==> src/rtl/modem_pkg.sv <==
package modem_pkg;
  localparam int LINES  = 4;
  localparam int CTRL_W = 5;
  localparam int DATA_W = 8;

  // line nibble order, also the bit order inside each status half
  localparam int L_CTS = 0;
  localparam int L_DSR = 1;
  localparam int L_RI  = 2;
  localparam int L_DCD = 3;

  // control register bit positions
  localparam int C_DTR  = 0;
  localparam int C_RTS  = 1;
  localparam int C_OUT1 = 2;
  localparam int C_OUT2 = 3;
  localparam int C_LOOP = 4;

  localparam logic [LINES-1:0]  LINES_RST = 4'b1011;
  localparam logic [CTRL_W-1:0] CTRL_RST  = 5'b01000;

  // control outputs seen as line levels while looped back
  function automatic logic [LINES-1:0] loop_levels(input logic [CTRL_W-1:0] c);
    logic [LINES-1:0] m;
    m[L_CTS] = c[C_RTS];
    m[L_DSR] = c[C_DTR];
    m[L_RI]  = c[C_OUT1];
    m[L_DCD] = c[C_OUT2];
    return m;
  endfunction
endpackage

==> src/rtl/modem_sync.sv <==
module modem_sync #(
  parameter int WIDTH  = 4,
  parameter int STAGES = 2,
  parameter logic [WIDTH-1:0] RST_VAL = '0
) (
  input  logic             clk,
  input  logic             rst,
  input  logic [WIDTH-1:0] d,
  output logic [WIDTH-1:0] q
);
  logic [WIDTH-1:0] stage_q [STAGES];

  genvar g;
  generate
    for (g = 0; g < STAGES; g++) begin : g_stage
      always_ff @(posedge clk) begin
        if (rst) stage_q[g] <= RST_VAL;
        else if (g == 0) stage_q[g] <= d;
        else stage_q[g] <= stage_q[(g == 0) ? 0 : g-1];
      end
    end
  endgenerate

  assign q = stage_q[STAGES-1];
endmodule

==> src/rtl/modem_delta.sv <==
module modem_delta
  import modem_pkg::*;
(
  input  logic             clk,
  input  logic             rst,
  input  logic [LINES-1:0] lvl_in,
  input  logic             freeze,
  input  logic             clr,
  output logic [LINES-1:0] stat_q,
  output logic [LINES-1:0] dlt_q,
  output logic [LINES-1:0] dlt_nx
);
  logic [LINES-1:0] diff;
  logic [LINES-1:0] evt;
  logic [LINES-1:0] stat_nx;

  always_comb begin
    diff = freeze ? '0 : (lvl_in ^ stat_q);
    evt  = diff;
    // ring flag only on a falling edge
    evt[L_RI] = diff[L_RI] & stat_q[L_RI];
    dlt_nx  = (clr ? '0 : dlt_q) | evt;
    stat_nx = freeze ? stat_q : lvl_in;
  end

  always_ff @(posedge clk) begin
    if (rst) begin
      stat_q <= LINES_RST;
      dlt_q  <= '0;
    end else begin
      stat_q <= stat_nx;
      dlt_q  <= dlt_nx;
    end
  end

  a_r4_ring_rise_no_flag: assert property (@(posedge clk) disable iff (rst)
    (!freeze && !stat_q[L_RI] && lvl_in[L_RI] && !dlt_q[L_RI]) |=> !dlt_q[L_RI]);
  a_r6_event_beats_clear: assert property (@(posedge clk) disable iff (rst)
    (!freeze && (lvl_in[L_CTS] != stat_q[L_CTS])) |=> dlt_q[L_CTS]);
  a_r5_quiet_read_clears: assert property (@(posedge clk) disable iff (rst)
    (clr && !freeze && (lvl_in == stat_q)) |=> (dlt_q == '0));
  a_r9_frozen_levels: assert property (@(posedge clk) disable iff (rst)
    freeze |=> $stable(stat_q));
  a_r9_frozen_flags: assert property (@(posedge clk) disable iff (rst)
    freeze |=> (dlt_q == $past(dlt_q)));
endmodule

==> src/rtl/modem_ctrl_reg.sv <==
module modem_ctrl_reg
  import modem_pkg::*;
(
  input  logic              clk,
  input  logic              rst,
  input  logic              wr_en,
  input  logic [DATA_W-1:0] wr_data,
  output logic [CTRL_W-1:0] ctrl_q,
  output logic [LINES-1:0]  pins_q
);
  logic [CTRL_W-1:0] ctrl_nx;

  always_comb begin
    ctrl_nx = wr_en ? wr_data[CTRL_W-1:0] : ctrl_q;
  end

  always_ff @(posedge clk) begin
    if (rst) begin
      ctrl_q <= CTRL_RST;
      pins_q <= CTRL_RST[LINES-1:0];
    end else begin
      ctrl_q <= ctrl_nx;
      pins_q <= ctrl_nx[C_LOOP] ? '0 : ctrl_nx[LINES-1:0];
    end
  end

  a_r8_loop_pins_low: assert property (@(posedge clk) disable iff (rst)
    ctrl_q[C_LOOP] |-> (pins_q == '0));
  a_r7_pins_follow: assert property (@(posedge clk) disable iff (rst)
    !ctrl_q[C_LOOP] |-> (pins_q == ctrl_q[LINES-1:0]));
endmodule

==> src/rtl/modem_ctl_status.sv <==
module modem_ctl_status
  import modem_pkg::*;
#(
  parameter int SYNC_STAGES = 2
) (
  input  logic       clk,
  input  logic       rst,
  input  logic       mcr_wr,
  input  logic [7:0] mcr_wdata,
  input  logic       msr_rd,
  input  logic       msi_en,
  input  logic       line_cts,
  input  logic       line_dsr,
  input  logic       line_dcd,
  input  logic       line_ri,
  output logic [7:0] msr_rdata,
  output logic [7:0] mcr_rdata,
  output logic       rts_o,
  output logic       dtr_o,
  output logic       out1_o,
  output logic       out2_o,
  output logic       modem_irq
);
  localparam int PAD_W = DATA_W - CTRL_W;

  logic [LINES-1:0]  raw_lines;
  logic [LINES-1:0]  sync_lines;
  logic [LINES-1:0]  stat_q;
  logic [LINES-1:0]  dlt_q;
  logic [LINES-1:0]  dlt_nx;
  logic [CTRL_W-1:0] ctrl_q;
  logic [LINES-1:0]  pins_q;
  logic              looped;
  logic              irq_q;

  always_comb begin
    raw_lines        = '0;
    raw_lines[L_CTS] = line_cts;
    raw_lines[L_DSR] = line_dsr;
    raw_lines[L_RI]  = line_ri;
    raw_lines[L_DCD] = line_dcd;
  end

  modem_sync #(
    .WIDTH  (LINES),
    .STAGES (SYNC_STAGES),
    .RST_VAL(LINES_RST)
  ) sync_i (
    .clk(clk),
    .rst(rst),
    .d  (raw_lines),
    .q  (sync_lines)
  );

  modem_ctrl_reg ctrl_i (
    .clk    (clk),
    .rst    (rst),
    .wr_en  (mcr_wr),
    .wr_data(mcr_wdata),
    .ctrl_q (ctrl_q),
    .pins_q (pins_q)
  );

  assign looped = ctrl_q[C_LOOP];

  modem_delta delta_i (
    .clk   (clk),
    .rst   (rst),
    .lvl_in(sync_lines),
    .freeze(looped),
    .clr   (msr_rd & ~looped),
    .stat_q(stat_q),
    .dlt_q (dlt_q),
    .dlt_nx(dlt_nx)
  );

  always_ff @(posedge clk) begin
    if (rst) irq_q <= 1'b0;
    else     irq_q <= msi_en & (|dlt_nx);
  end

  always_comb begin
    if (looped) msr_rdata = {loop_levels(ctrl_q), {LINES{1'b0}}};
    else        msr_rdata = {stat_q, dlt_q};
  end

  assign mcr_rdata = {{PAD_W{1'b0}}, ctrl_q};
  assign dtr_o     = pins_q[C_DTR];
  assign rts_o     = pins_q[C_RTS];
  assign out1_o    = pins_q[C_OUT1];
  assign out2_o    = pins_q[C_OUT2];
  assign modem_irq = irq_q;

  a_r10_irq_needs_flag: assert property (@(posedge clk) disable iff (rst)
    modem_irq |-> (dlt_q != '0));
  a_r10_irq_masked: assert property (@(posedge clk) disable iff (rst)
    !$past(msi_en) |-> !modem_irq);
  a_r7_ctrl_upper_zero: assert property (@(posedge clk) disable iff (rst)
    mcr_rdata[7:5] == 3'b000);
endmodule

==> config.mk <==
export PLATFORM = sky130hd
export DESIGN_NAME = modem_ctl_status
export DESIGN_NICKNAME = d
export VERILOG_FILES = /design/src/rtl/modem_pkg.sv /design/src/rtl/modem_sync.sv /design/src/rtl/modem_delta.sv /design/src/rtl/modem_ctrl_reg.sv /design/src/rtl/modem_ctl_status.sv
export SDC_FILE = /design/constraint.sdc
export NUM_CORES = 1
export LEC_CHECK = 0
export ABC_AREA = 1
export CORE_ASPECT_RATIO = 0.9
export CORE_MARGIN = 8
export CORE_UTILIZATION = 43
export CTS_CLUSTER_DIAMETER = 80
export CTS_CLUSTER_SIZE = 40
export DETAILED_ROUTE_END_ITERATION = 10
export DONT_BUFFER_PORTS = 1
export PLACE_DENSITY = 0.67
export SYNTH_ARGS = -nofsm -noshare
export SYNTH_HDL_FRONTEND = slang
export SYNTH_SLANG_ARGS = --single-unit
==> constraint.sdc <==
create_clock -name clk -period 1.81 [get_ports clk]
set_clock_uncertainty 0.05 [all_clocks]
set_input_delay 0.181 -clock clk [delete_from_list [all_inputs] [get_ports clk]]
set_output_delay 0.181 -clock clk [all_outputs]
set_load 0.01 [all_outputs]
* Word level (Yosys, flattened, before mapping)
Memory sizes are Yosys's and may differ from the RTL's. Index checks and enable logic that the tools add are counted.
Word-level totals: register bits after elaboration 18, bits in latches 0, output and inout port bits 21, memories kept 1, RAM bits 8, word-level logic and storage cells 27, bits in read-only memories 0, input bits 17
Operators by class: multiply operators 0, bitwise gates (word level) 8, shifts and indexed selects 0, div/mod/pow operators 0, equality and inequality tests 0, reductions and logical operators 2, order comparisons 0, muxes and demuxes 10, $add $sub $neg 0
Memory list:
- sync_i.stage_q | words 2, bits a word 4, rd ports 2, clocked after memory_dff 0, wr ports 2, line modem_sync.sv:11 | logic [WIDTH-1:0] stage_q [STAGES];
Operators with widths (count):
- $mux W4 | 5
- $mux W8 | 1
- $mux W5 | 1
- $or A4 B4 Y4 | 1
- $reduce_or A4 Y1 | 1
- $xor A4 B4 Y4 | 1
- $and A1 B1 Y1 | 3
- $mux W1 | 3
- $or A1 B1 Y1 | 2
- $reduce_or A2 Y1 | 1
- $not A1 Y1 | 1

* Longest topological paths before layout
An unclocked memory read counts as a cell.
word-level depth 7, gate-level depth with buffers 7

* By module
A second synthesis with hierarchy kept.
Unflattened totals: cell total of the unflattened synthesis 150, area total of the unflattened synthesis 1053.5 um2
By module, submodules not included:
- modem_ctrl_reg | area an instance 331.6 um2, times used 1, cells an instance 44
- modem_delta | area an instance 329.1 um2, times used 1, cells an instance 48
- modem_sync | area an instance 224.0 um2, times used 1, cells an instance 25
- modem_ctl_status | area an instance 168.9 um2, times used 1, cells an instance 33

* Worst setup path before layout
No wires, ideal clock.
kind register to output, start point reg ctrl_i.ctrl_q[4], end point out msr_rdata[5], stages on the path, launching flop included 4, setup slack 0.692 ns, arrival time 0.887 ns, path buffers 2, cells stage by stage dfxtp_1 buf_6 buf_2 o21ai_0
Between the ends: word-level cells in the longest chain between the ends 1
RTL lines:
- start, declared | line modem_ctrl_reg.sv:8 | output logic [CTRL_W-1:0] ctrl_q,
- start signal, assigned | line modem_ctrl_reg.sv:22 | ctrl_q <= ctrl_nx;
- $mux W8 | line modem_ctl_status.sv:83 | if (looped) msr_rdata = {loop_levels(ctrl_q), {LINES{1'b0}}};
- end, declared | line modem_ctl_status.sv:16 | output logic [7:0] msr_rdata,
No other way between the ends.

* Worst setup path in the final report
start point in rst, end point reg ctrl_i.ctrl_q[4]
RTL lines:
- start, declared | line modem_ctl_status.sv:7 | input logic rst,
No word-level cell between the ends.

==> impl_table.tex <==
\begin{tabular}{lr}
\hline
Metric & Value \\
\hline
\multicolumn{2}{l}{\textbf{Status}} \\
Status & completed \\
\multicolumn{2}{l}{\textbf{Route}} \\
DRC viols & 0 \\
Post-DR wirelength/cell & 13.2 µm \\
Residual antenna-violating net count after detailed routing & 0 \\
DR iter-0 viols & 39 \\
Total number of vias & 770 \\
Routed wire length & 2160 µm \\
Average via count per standard cell & 4.70 \\
TritonRoute pass-1 iters & 4 \\
\multicolumn{2}{l}{\textbf{Global route}} \\
Initial antenna violation count & 0 \\
Global router's overall resource usage & 10.5\% \\
First-pass GRT wire length & 3240 µm \\
Via count of the first global-routing pass & 728 \\
Maximum number of pins on one net before global-route repair & 21 \\
Congestion Overflow GR & 0 \\
\multicolumn{2}{l}{\textbf{Place}} \\
DP Wirelength & 1480 µm \\
Number of buffer cells added on primary ports & 0 \\
Routability congestion estimate & 0.771 \\
\multicolumn{2}{l}{\textbf{Clock network}} \\
Insertion delay of the later-clocked pin in the worst-skew pair & 0.32 ns \\
Number of setup buffers added after CTS & 0 \\
TritonCTS Buffers & 3 \\
Number of H-tree levels & 1 \\
Clock Root Buffer & clkbuf\_4 \\
Clock net sink count & 26 \\
CTS tree & built \\
Clock Pin Slew Worst Setup and Hold Paths & 0.13 ns \\
Max Buffers Root-to-Sink & 2 \\
\multicolumn{2}{l}{\textbf{Cells and area}} \\
Utilization after layout & 54.0\% \\
Number of fillers in the final layout & 207 \\
Total area of multi-input combinational cells & 378 µm² \\
Number of inserted diodes & 0 \\
Layout cell share with drive strength beyond 1 & 13.1\% \\
Area of all sequential standard cells & 522 µm² \\
Final net count & 156 \\
Synthesis-to-layout area growth & 17.6\% \\
\multicolumn{2}{l}{\textbf{Job}} \\
\# Max-Cap Violations & 0 \\
\multicolumn{2}{l}{\textbf{Pwr}} \\
Switch share & 25.5\% \\
Leakage Power & 0.570 nW \\
Power per cell area & 842 nW/µm² \\
Worst voltage drop across the vdd grid & 0.485 mV \\
Comb power frac & 13.2\% \\
Clock network power share & 23.3\% \\
P\_int & 0.746 mW \\
Sequential power share & 63.5\% \\
Total net switching power & 0.256 mW \\
\multicolumn{2}{l}{\textbf{Floorplanning}} \\
Initial standard-cell utilization of the core & 45.9\% \\
Std cell rows & 16 \\
Placeable core area & 2200 µm² \\
Horizontal die dimension & 67.1 µm \\
Die height & 62 µm \\
Die Area & 4160 µm² \\
Number of placed I/O pins & 38 \\
\multicolumn{2}{l}{\textbf{Timing}} \\
Min Tclk post-route & 1.70 ns \\
Total of endpoints with negative setup slack in the final report & 0 \\
Setup repair after global routing missed its margin & false \\
Worst Tran Pin Value & 0.735 ns \\
Rel. slew slack & 50.8\% \\
Maximum clock frequency & 589 MHz \\
Tcrit/Tclk final & 93.8\% \\
Final Hold Fails & 0 \\
Final sum of negative setup slack & 0 ns \\
Final max-slew violation count & 0 \\
\multicolumn{2}{l}{\textbf{Yosys}} \\
Sequential element share of the synthesized area & 51.5\% \\
Count of different cell masters after synthesis & 20 \\
Synth Area per Inst & 8.22 µm² \\
Top-area cell type share of the netlist area & 51.5\% \\
Post-synth top flop & dfxtp\_1 \\
Count of mapped cells out of synthesis & 123 \\
Cell Area, Synth & 1010 µm² \\
Count of flip-flops with a built-in enable after synthesis & 0 \\
Post-synthesis cell type with the largest combined area & dfxtp\_1 \\
Leading post-synthesis cells by cell area & dfxtp\_1, nand2\_1, nor2\_1, a21oi\_1, inv\_1 \\
Cell with the most instances after synthesis & dfxtp\_1 \\
Flip-flop and latch count after synthesis & 26 \\
Share of flip-flops with an asynchronous set or reset & 0\% \\
Ranking of synthesized cells by instance count & dfxtp\_1, nand2\_1, nor2\_1 \\
Count of synthesis-stage warnings from yosys & 0 \\
\multicolumn{2}{l}{\textbf{Critical path}} \\
Crit-path max FO & 20 \\
Worst reg-to-reg setup slack & 0.26 ns \\
Kind of end point of the critical path & flip-flop \\
Required time at the endpoint of the critical path & 1.98 ns \\
Startpoint kind of the worst setup timing path & primary input \\
Crit path kind & in2reg \\
Arrival time reported for the critical path endpoint & 1.87 ns \\
\multicolumn{2}{l}{\textbf{Hold path}} \\
Path category of the worst min-delay check & in2reg \\
\hline
\end{tabular}
-- worst max-delay path, stage by stage --
cell and delay (ns):
dlygate4sd3_1 1.01, nor2_2 0.09, dlygate4sd3_1 0.58
-- state kept, by name, summed over array words and instances, names as in the netlist --
signal / flops
ctrl_i.ctrl_q: 5
delta_i.dlt_q: 4
modem_irq: 1
sync_i.stage_q: 8
ctrl_i.pins_q: 4
delta_i.stat_q: 4
-- final timing paths --
check	start	end	cells after the start
max reg2reg	ctrl_i.ctrl_q[4]	ctrl_i.ctrl_q[4]	5
max	rst	ctrl_i.ctrl_q[4]	3
min reg2reg	sync_i.stage_q[0][2]	sync_i.stage_q[1][2]	2
min	mcr_wr	ctrl_i.pins_q[2]	2
-- cells in the final DEF, fill, tap and decap left out --
master	count
or2_2	6
nor2_2	2
nand2_4	1
buf_4	2
inv_1	12
inv_6	1
inv_2	1
nand3_1	3
a21oi_1	9
conb_1	3
nand3b_1	1
mux2i_1	4
o21ai_0	7
dlygate4sd3_1	16
clkbuf_4	3
nand2_1	23
nor2_1	16
a21oi_4	1
dfxtp_2	1
dfxtp_1	25
-- what timing repair did --
| action | CTS | global route |
|---|---|---|
| setup endpoints to repair | 0 | 1 |
| gates resized for setup | 0 | 1 |
| hold buffers | 15 | 1 |
| endpoints found under the hold margin | 25 | 1 |
-- power groups by stage --
| stage | logic (mW) | clock network, mW | registers (mW) |
|---|---|---|---|
| 2_1_floorplan | 0.101 | 0 | 0.638 |
| 3_3_place_gp | 0.0927 | 0 | 0.647 |
| 3_5_place_dp | 0.0959 | 0 | 0.648 |
| 4_1_cts | 0.131 | 0.241 | 0.635 |
| 5_1_grt | 0.147 | 0.269 | 0.640 |
| 6_report | 0.132 | 0.233 | 0.636 |
-- per-layer routing --
layer	GRT usage (%)	wire (µm)	share of wire [%]	vias to the layer above
met4	3.87	12	0.56	0
met3	5.56	262	12	2
met2	18.3	1020	47	34
met5	0	0	0	-
met1	10.4	867	40	333
li1	-	-	-	401
-- cells by family after synthesis --
| family | count (synthesis) | synth area share (%) |
|---|---|---|
| AOI/OAI and AO/OA | 17 | 9.53 |
| buffers and inverters | 23 | 11.9 |
| DFF | 26 | 51.5 |
| muxes | 4 | 3.96 |
| other | 1 | 0.371 |
| and+or+nand+nor | 52 | 22.8 |
-- per-stage QoR --
stage	hold WS (ns)	setup slack, ns	area [µm²]	total power [mW]	instances
global placement	0.205	0.472	1000	0.740	145
CTS	0.00241	0.0896	1180	1.01	163
detailed placement	0.207	0.483	1000	0.744	145
global route	0.0118	0.0521	1190	1.06	164
finish	0.0152	0.113	1190	1.00	164
floorplan	0.235	0.692	1020	0.738	125
-- cell type report --
class                           count  area share, %
Multi-Input combinational cell     76           31.8
Tap cell                           27           2.84
Inverter                           14           4.84
Timing Repair Buffer               18           14.7
Sequential cell                    26           43.9
Clock buffer                        3           1.89
Note: power is estimated with default switching activity, not from simulation.
